<file path="config.mk">
export PLATFORM = sky130hd
export DESIGN_NAME = strap_cfg_top
export DESIGN_NICKNAME = d
export VERILOG_FILES = /design/src/rtl/strap_cfg_pkg.sv /design/src/rtl/strap_latch.sv /design/src/rtl/cfg_regs.sv /design/src/rtl/clk_route.sv /design/src/rtl/pad_ctl.sv /design/src/rtl/strap_cfg_top.sv
export SDC_FILE = /design/constraint.sdc
export NUM_CORES = 1
export LEC_CHECK = 0
export BUFFER_PORTS_ARGS = -buffer_cell sky130_fd_sc_hd__buf_2
export CAP_MARGIN = 20
export CORE_MARGIN = 4
export CORE_UTILIZATION = 44
export DETAILED_ROUTE_END_ITERATION = 8
export GPL_TIMING_DRIVEN = 0
export HOLD_SLACK_MARGIN = 0.1
export PLACE_DENSITY = 0.95
export SLEW_MARGIN = 20
export SYNTH_ARGS = -nofsm -noshare
export SYNTH_HDL_FRONTEND = slang
export SYNTH_SLANG_ARGS = --single-unit
</file>
<file path="constraint.sdc">
create_clock -name clk -period 5.6 [get_ports clk]
set_input_delay 0.56 -clock clk [delete_from_list [all_inputs] [get_ports clk]]
set_output_delay 0.56 -clock clk [all_outputs]
set_load 0.1 [all_outputs]
</file>
<file path="src/rtl/strap_cfg_pkg.sv">
package strap_cfg_pkg;
  localparam int unsigned CFG_W   = 8;
  localparam int unsigned STRAP_W = CFG_W - 1;

  // configuration word bit positions that hardware decodes
  localparam int unsigned BIT_TEST_N = 7;
  localparam int unsigned BIT_STAT_EN = 6;
  localparam int unsigned BIT_CLK_INT = 4;

  // clock-select register bit positions
  localparam int unsigned SEL_M_BIT = 2;
  localparam int unsigned SEL_D_BIT = 1;

  typedef enum logic [1:0] {
    RD_NONE,
    RD_INDEX,
    RD_DATA
  } rd_kind_e;

  // latch vector position of a configuration bit
  function automatic int unsigned lat_pos(input int unsigned cfg_bit);
    return cfg_bit - 1;
  endfunction
endpackage

</file>
<file path="src/rtl/strap_latch.sv">
module strap_latch #(
  parameter int unsigned W = 7
) (
  input  logic         clk,
  input  logic         rst,
  input  logic [W-1:0] strap_in,
  output logic [W-1:0] lat_q
);
  // sample on every edge of the reset window, hold otherwise
  always_ff @(posedge clk) begin
    if (rst) lat_q <= strap_in;
  end
endmodule

</file>
<file path="src/rtl/cfg_regs.sv">
module cfg_regs
  import strap_cfg_pkg::*;
#(
  parameter int unsigned         ADDR_W    = 16,
  parameter logic [ADDR_W-1:0]   IDX_PORT  = 16'h03D6,
  parameter logic [ADDR_W-1:0]   DAT_PORT  = 16'h03D7,
  parameter logic [CFG_W-1:0]    STRAP_IDX = 8'h70,
  parameter logic [CFG_W-1:0]    CSEL_IDX  = 8'hCF
) (
  input  logic              clk,
  input  logic              rst,
  input  logic [ADDR_W-1:0] io_addr,
  input  logic              io_wr,
  input  logic              io_rd,
  input  logic [CFG_W-1:0]  io_wdata,
  output logic [CFG_W-1:0]  io_rdata,
  input  logic [CFG_W-1:0]  cfg_word,
  input  logic              csel_dflt,
  output logic [CFG_W-1:0]  idx_q,
  output logic              msel,
  output logic              dsel
);
  rd_kind_e rd_kind;
  logic     hit_idx, hit_dat, wr_csel;

  assign hit_idx = (io_addr == IDX_PORT);
  assign hit_dat = (io_addr == DAT_PORT);
  assign wr_csel = io_wr && hit_dat && (idx_q == CSEL_IDX);

  always_ff @(posedge clk) begin
    if (rst) idx_q <= '0;
    else if (io_wr && hit_idx) idx_q <= io_wdata;
  end

  // default follows the strap pad on the same edges as the capture latch
  always_ff @(posedge clk) begin
    if (rst) begin
      msel <= csel_dflt;
      dsel <= csel_dflt;
    end else if (wr_csel) begin
      msel <= io_wdata[SEL_M_BIT];
      dsel <= io_wdata[SEL_D_BIT];
    end
  end

  always_comb begin
    if (!io_rd)       rd_kind = RD_NONE;
    else if (hit_idx) rd_kind = RD_INDEX;
    else if (hit_dat) rd_kind = RD_DATA;
    else              rd_kind = RD_NONE;
  end

  always_comb begin
    io_rdata = '0;
    case (rd_kind)
      RD_INDEX: io_rdata = idx_q;
      RD_DATA: begin
        if (idx_q == STRAP_IDX) io_rdata = cfg_word;
        else if (idx_q == CSEL_IDX) begin
          io_rdata[SEL_M_BIT] = msel;
          io_rdata[SEL_D_BIT] = dsel;
        end
      end
      default: io_rdata = '0;
    endcase
  end
endmodule

</file>
<file path="src/rtl/clk_route.sv">
module clk_route (
  input  logic test_n,
  input  logic msel,
  input  logic dsel,
  input  logic mclk_int,
  input  logic mclk_ext,
  input  logic dclk_int,
  input  logic dclk_ext,
  input  logic vclk_int,
  input  logic rom_cs_func,
  input  logic vid_clk_func,
  output logic mclk_out,
  output logic dclk_out,
  output logic rom_cs_out,
  output logic vid_clk_out
);
  localparam int unsigned NMUX = 2;
  logic [NMUX-1:0] sel_v, int_v, ext_v, out_v;

  assign sel_v = {dsel, msel};
  assign int_v = {dclk_int, mclk_int};
  assign ext_v = {dclk_ext, mclk_ext};

  for (genvar g = 0; g < NMUX; g++) begin : g_src
    assign out_v[g] = sel_v[g] ? int_v[g] : ext_v[g];
  end

  assign mclk_out = out_v[0];
  assign dclk_out = out_v[1];

  // active-low test strap puts synthesizer outputs on pads
  assign rom_cs_out  = test_n ? rom_cs_func  : mclk_int;
  assign vid_clk_out = test_n ? vid_clk_func : vclk_int;
endmodule

</file>
<file path="src/rtl/pad_ctl.sv">
module pad_ctl #(
  parameter int unsigned N_PAD  = 7,
  parameter int unsigned N_STAT = 2
) (
  input  logic              rst,
  input  logic [N_PAD-1:0]  strap_oe_req,
  output logic [N_PAD-1:0]  strap_oe,
  input  logic              stat_en,
  input  logic [N_STAT-1:0] stat_oe_req,
  output logic [N_STAT-1:0] stat_oe
);
  for (genvar p = 0; p < N_PAD; p++) begin : g_strap
    assign strap_oe[p] = strap_oe_req[p] & ~rst;
  end
  for (genvar s = 0; s < N_STAT; s++) begin : g_stat
    assign stat_oe[s] = stat_oe_req[s] & stat_en;
  end
endmodule

</file>
<file path="src/rtl/strap_cfg_top.sv">
module strap_cfg_top
  import strap_cfg_pkg::*;
#(
  parameter int unsigned       ADDR_W    = 16,
  parameter logic [ADDR_W-1:0] IDX_PORT  = 16'h03D6,
  parameter logic [ADDR_W-1:0] DAT_PORT  = 16'h03D7,
  parameter logic [7:0]        STRAP_IDX = 8'h70,
  parameter logic [7:0]        CSEL_IDX  = 8'hCF,
  parameter int unsigned       N_STAT    = 2
) (
  input  logic                 clk,
  input  logic                 rst,
  input  logic [STRAP_W-1:0]   strap_in,
  input  logic [STRAP_W-1:0]   strap_oe_req,
  output logic [STRAP_W-1:0]   strap_oe,
  input  logic [N_STAT-1:0]    stat_oe_req,
  output logic [N_STAT-1:0]    stat_oe,
  input  logic [ADDR_W-1:0]    io_addr,
  input  logic                 io_wr,
  input  logic                 io_rd,
  input  logic [CFG_W-1:0]     io_wdata,
  output logic [CFG_W-1:0]     io_rdata,
  input  logic                 mclk_int,
  input  logic                 mclk_ext,
  input  logic                 dclk_int,
  input  logic                 dclk_ext,
  input  logic                 vclk_int,
  input  logic                 rom_cs_func,
  input  logic                 vid_clk_func,
  output logic                 mclk_out,
  output logic                 dclk_out,
  output logic                 rom_cs_out,
  output logic                 vid_clk_out
);
  localparam int unsigned P_TEST = lat_pos(BIT_TEST_N);
  localparam int unsigned P_STAT = lat_pos(BIT_STAT_EN);
  localparam int unsigned P_CLK  = lat_pos(BIT_CLK_INT);

  logic [STRAP_W-1:0] lat_q;
  logic [CFG_W-1:0]   cfg_word;
  logic [CFG_W-1:0]   idx_q;
  logic               msel, dsel;

  strap_latch #(.W(STRAP_W)) u_latch (
    .clk(clk), .rst(rst), .strap_in(strap_in), .lat_q(lat_q)
  );

  assign cfg_word = {lat_q, 1'b1};

  cfg_regs #(
    .ADDR_W(ADDR_W), .IDX_PORT(IDX_PORT), .DAT_PORT(DAT_PORT),
    .STRAP_IDX(STRAP_IDX), .CSEL_IDX(CSEL_IDX)
  ) u_regs (
    .clk(clk), .rst(rst), .io_addr(io_addr), .io_wr(io_wr), .io_rd(io_rd),
    .io_wdata(io_wdata), .io_rdata(io_rdata), .cfg_word(cfg_word),
    .csel_dflt(strap_in[P_CLK]), .idx_q(idx_q), .msel(msel), .dsel(dsel)
  );

  clk_route u_clk (
    .test_n(lat_q[P_TEST]), .msel(msel), .dsel(dsel),
    .mclk_int(mclk_int), .mclk_ext(mclk_ext),
    .dclk_int(dclk_int), .dclk_ext(dclk_ext), .vclk_int(vclk_int),
    .rom_cs_func(rom_cs_func), .vid_clk_func(vid_clk_func),
    .mclk_out(mclk_out), .dclk_out(dclk_out),
    .rom_cs_out(rom_cs_out), .vid_clk_out(vid_clk_out)
  );

  pad_ctl #(.N_PAD(STRAP_W), .N_STAT(N_STAT)) u_pads (
    .rst(rst), .strap_oe_req(strap_oe_req), .strap_oe(strap_oe),
    .stat_en(lat_q[P_STAT]), .stat_oe_req(stat_oe_req), .stat_oe(stat_oe)
  );
endmodule

</file>
Yosys cells after proc, flatten, opt, wreduce, memory -nomap -nowiden
Cells that the tools add are included.
{ "classes": {"add_sub_neg": 0, "mul": 0, "n_div": 0, "n_lt_le_gt_ge": 0, "eq_ne": 6, "n_shift": 0, "mux": 16, "bitwise_logic": 10, "reduce_logical": 4} }
{ "op_table": {"columns": ["cell", "count"], "rows": [
  ["equality test 16 x 10 -> 1 bit, second input constant", 2],
  ["one-hot mux 8 bit (2 select lines)", 1],
  ["2-to-1 mux 2 bit", 5],
  ["bitwise AND 1 bit", 9],
  ["2-to-1 mux 1 bit", 9],
  ["equality test 8 x 7 -> 1 bit, second input constant", 1],
  ["equality test 8 bit, second input constant", 1],
  ["2-to-1 mux 5 bit", 1],
  ["logical AND 1 bit", 3],
  ["equality test 2 x 1 -> 1 bit, second input constant", 1],
  ["equality test 2 bit, second input constant", 1],
  ["nonzero test 2 bit", 1],
  ["inverter 1 bit", 1]
]} }
{ "word_totals": {"regBits": 17, "latchBits": 0, "mem_bits_rw": 0, "rom_bits": 0, "in_bits": 51, "output_inout_bits": 21, "memories": 0} }

Logic depth before layout (Yosys ltp)
{ "logic_depth": {"ltp_word": 6, "depth_mapped": 9} }

Modules after synthesis
A second synthesis with hierarchy kept.
{ "unflattened": {"hier_cells": 103, "hier_area_um2": 1069.8} }
{ "by_module_without_submodules": {"columns": ["module", "instances", "cells_per_inst", "area_each_um2", "seq_area_each_um2"], "rows": [
  ["cfg_regs", 1, 82, 754.5, 220.2],
  ["strap_latch", 1, 7, 210.2, 210.2],
  ["pad_ctl", 1, 9, 56.3, 0.0],
  ["clk_route", 1, 4, 45.0, 0.0],
  ["strap_cfg_top", 1, 1, 3.8, 0.0]
]} }

Worst setup path after synthesis
No wires, ideal clock.
{ "synth_timing": {"path_kind": "input to output", "startpoint": "input port io_addr[11]", "endpoint": "output port io_rdata[1]", "arrival_time_ns": 3.755, "required_ns": 5.040, "slack_ns": 1.285, "cell_stages": 9, "n_path_buf": 0, "cell_sequence": "or4b_4 -> nor3_2 -> and3_1 -> and2_1 -> ha_1 -> nand4_1 -> nor4_1 -> a22oi_1 -> a21oi_1"} }
{ "synth_between": {"elab_chain_cells": 6} }
{ "synth_rtl": {"columns": ["element", "line_no", "text"], "rows": [
  ["start, declared", "strap_cfg_top.sv:18", "input logic [ADDR_W-1:0] io_addr,"],
  ["equality test 16 x 10 -> 1 bit", "cfg_regs.sv:27", "assign hit_dat = (io_addr == DAT_PORT);"],
  ["2-to-1 mux 2 bit", "cfg_regs.sv:49", "else if (hit_dat) rd_kind = RD_DATA;"],
  ["2-to-1 mux 2 bit (*)", "cfg_regs.sv:48", "else if (hit_idx) rd_kind = RD_INDEX;"],
  ["2-to-1 mux 2 bit (*)", "cfg_regs.sv:47", "if (!io_rd) rd_kind = RD_NONE;"],
  ["equality test 2 bit / equality test 2 x 1 -> 1 bit (equally long branches)", "cfg_regs.sv:55", "case (rd_kind)"],
  ["one-hot mux 8 bit (2 select lines) (*)", "cfg_regs.sv:55", null],
  ["end, declared", "strap_cfg_top.sv:22", "output logic [CFG_W-1:0] io_rdata,"]
]} }
Every way passes the cells marked *; elsewhere a longest branch is shown, timed or not.

Worst setup path in the final report
Same ends and word-level chain as after synthesis.

==> results.tsv <==
stage	metric	value	unit
status	status	complete, no violations	
critical_path	path_class	input pin to primary output	
pwr	comb_power_share	29.9	%
critical_path	crit_required	5.04	ns
timing	fin_setup_tns	0	ns
synthesis	syn_inst	106	
critical_path	cpMostUsedCell	buf_2	
route	drtAntennaViolNets	0	
floorplanning	die_h	57.05	µm
synthesis	yosysTopAreaCell	edfxtp_1	
critical_path	path_cells	buf_2, or4b_4, nor3_2, and3_1, and2_1, ha_1, nand4_1, nor4_1, a22oi_1, a21oi_1, buf_2	
place	io_buffers	71	
pwr	pwr-share-clk	21.5	%
floorplanning	initial_utilization	46.95	%
clock_tree	cts-htree-levels	1	
pwr	powerDensity	195.4	nW/µm²
place	place.detailed.hpwl	2491	µm
synthesis	ys_seq_area_share	40.66	%
critical_path	crit_fanout	4	
critical_path	r2r_setup_slack	4.01	ns
critical_path	slowest_stage	or4b_4	
route	drc	0	
layout	register_area	430.4	µm²
critical_path	crit_path_max_incr_delay	0.54	ns
clock_tree	post-cts-setup-buffers	0	
floorplanning	rows	17	
place	gp_congestion	0.7674	
hold_path	hp-class	input pin to register	
critical_path	startpoint_type	input pin	
grt	grt_max_degree	15	
synthesis	synth_area	1059	µm²
layout	multi_input_area	598.1	µm²
layout	nNetsFinal	235	
synthesis	syn_area_per_cell	9.986	µm²
floorplanning	die_area	3255	µm²
synthesis	ys_seq_elements	17	
timing	worstMarginPinSlew	0.5550	ns
critical_path	critPathCaptureType	primary output	
clock_tree	cts_resized	0	
timing	min_period	3.801	ns
timing	finalMaxSlewViolations	0	
layout	final_core_util	65.48	%
clock_tree	cts.sinks	17	
timing	setup_viol	0	
route	drtPass1Iterations	4	
floorplanning	die_w	57.05	µm
synthesis	synthArstFlopShare	0	%
route	vias	1079	
floorplanning	boundaryPins	72	
pwr	p_seq_share	48.6	%
timing	finalClockSkew	0.005509	ns
timing	maxSlewHeadroom	62.48	%
pwr	netSwitchingFraction	34.55	%
floorplanning	core	2255	µm²
synthesis	synth-edff-count	9	
pwr	p_leak	0.6444	nW
grt	grt_pass1_wl	4809	µm
timing	rsz0062_at_grt	no	
layout	area_growth	39.48	%
synthesis	synthFlopType	edfxtp_1	
pwr	ir_worst_vdd	115.6	µV
clock_tree	clockRootBuffer	clkbuf_4	
clock_tree	cts.reportedPaths.clkPinSlew	0.09	ns
grt	grt-ovfl-total	0	
synthesis	syn-num-nets	159	
synthesis	post_synth_num_cell_types	29	
layout	diodes	0	
synthesis	netlist.area_leader.share	25.53	%
pwr	p_int	0.1888	mW
clock_tree	insertion_delay	0.28	ns
synthesis	synth_area_leaders	edfxtp_1, dfxtp_1, nand2b_1	
run	maxCapViolCount	0	
route	viasPerCell	5.163	
route	drt-total-wl	2956	µm
route	drtIter0Drc	25	
layout	final_layout_size_suffix_gt1_share	45.86	%
critical_path	critPathArrivalTime	3.24	ns
grt	grt_use_total	18.54	%
layout	fillers	187	
clock_tree	cts_tree	yes	
clock_tree	numCtsBuffers	3	
route	avgRoutedWirePerCell	14.14	µm
synthesis	synth_warnings	0	
synthesis	yosysMostFrequentCell	nand2b_1	
timing	hold_viol	0	
timing	finalCritPeriodShare	67.88	%
grt	grt_pass1_vias	1076	
grt	grt_antenna_before_repair	0	
clock_tree	clk_path_buf_depth	2	
timing	fmax	0.2631	GHz
pwr	switchingPower	0.09967	mW
clock_tree	postCtsHoldBufs	0	
synthesis	netlist_top_cells_count	nand2b_1, edfxtp_1, dfxtp_1, mux2i_1, nor2b_1	
-- logic make-up after synthesis --
logic type,count (synthesis),synth area share [%]
compound gates,11,7.210
fa+ha+maj,2,2.364
buf+inv,6,2.836
flops,17,40.66
mux,12,11.82
simple gates,58,35.11
-- power by group through the flow --
stage,registers (mW),logic [mW],clock network (mW)
2_1_floorplan,0.142,0.0604,0
3_3_place_gp,0.143,0.0845,0
3_5_place_dp,0.143,0.0866,0
4_1_cts,0.140,0.0868,0.0642
5_1_grt,0.140,0.0908,0.0695
6_report,0.140,0.0864,0.0620
-- metrics by stage --
| stage | hold WS (ns) | setup slack, ns | area [µm²] | std cells | power [mW] |
|---|---|---|---|---|---|
| 5_1_grt | 0.4373 | 1.600 | 1476 | 209 | 0.3007 |
| 2_1_floorplan | 0.4819 | 1.285 | 1059 | 106 | 0.2023 |
| 3_5_place_dp | 0.5137 | 1.836 | 1449 | 205 | 0.2295 |
| 6_report | 0.4503 | 1.799 | 1476 | 209 | 0.2885 |
| 3_3_place_gp | 0.5029 | 1.977 | 1449 | 205 | 0.2273 |
| 4_1_cts | 0.4439 | 1.829 | 1476 | 209 | 0.2911 |
-- routing by layer --
metal / global-route usage [%] / share of wire [%] / routed length, µm / vias to the layer above
met1: 22.63 / 39 / 1152 / 489
met4: 5.629 / 1.4 / 40 / 0
met2: 32.79 / 52 / 1540 / 45
met5: 0 / 0 / 0 / -
li1: - / - / - / 539
met3: 3.620 / 7.5 / 222 / 6
-- cells in the final DEF (no fill, tap or decap), types with 4 or more instances in the layout --
master    netlist  final
buf_2           0     71
a22oi_1         7      7
clkbuf_1        4      4
nor2b_1         8      8
nand2_1         4      4
edfxtp_1        9      9
mux2i_1         8      8
nand4_1         4      4
mux2_2          4      4
nor2_1          6      6
nand2b_1       18     18
dfxtp_1         8      8
-- critical path: cells and delay by family --
kind            cells  cell delay, ns
simple gates        6            1.60
buf+inv             2            0.54
fa+ha+maj           1            0.21
compound gates      2            0.32
-- area by class of cell --
type                    count  share of cell area, %
clock buffers               3                  1.525
repair buffers             71                  24.07
plain buffers               6                  2.034
multi-input cells          83                  40.51
flip-flops and latches     17                  29.15
clock inverters             1                 0.3390
well taps                  28                  2.373
-- registers in the layout, indices dropped and copies added (netlist names) --
name           cells
u_latch.lat_q      7
u_regs.dsel        1
u_regs.idx_q       8
u_regs.msel        1
-- worst paths after layout --
path	startpoint	end	cells after the start
max	io_addr[11]	io_rdata[1]	11
min	strap_in[0]	u_latch.lat_q[0]	1
max reg2reg	u_regs.idx_q[0]	u_regs.dsel	3
min reg2reg	u_regs.idx_q[1]	u_regs.idx_q[1]	2
Note: power is estimated with default switching activity, not from simulation.
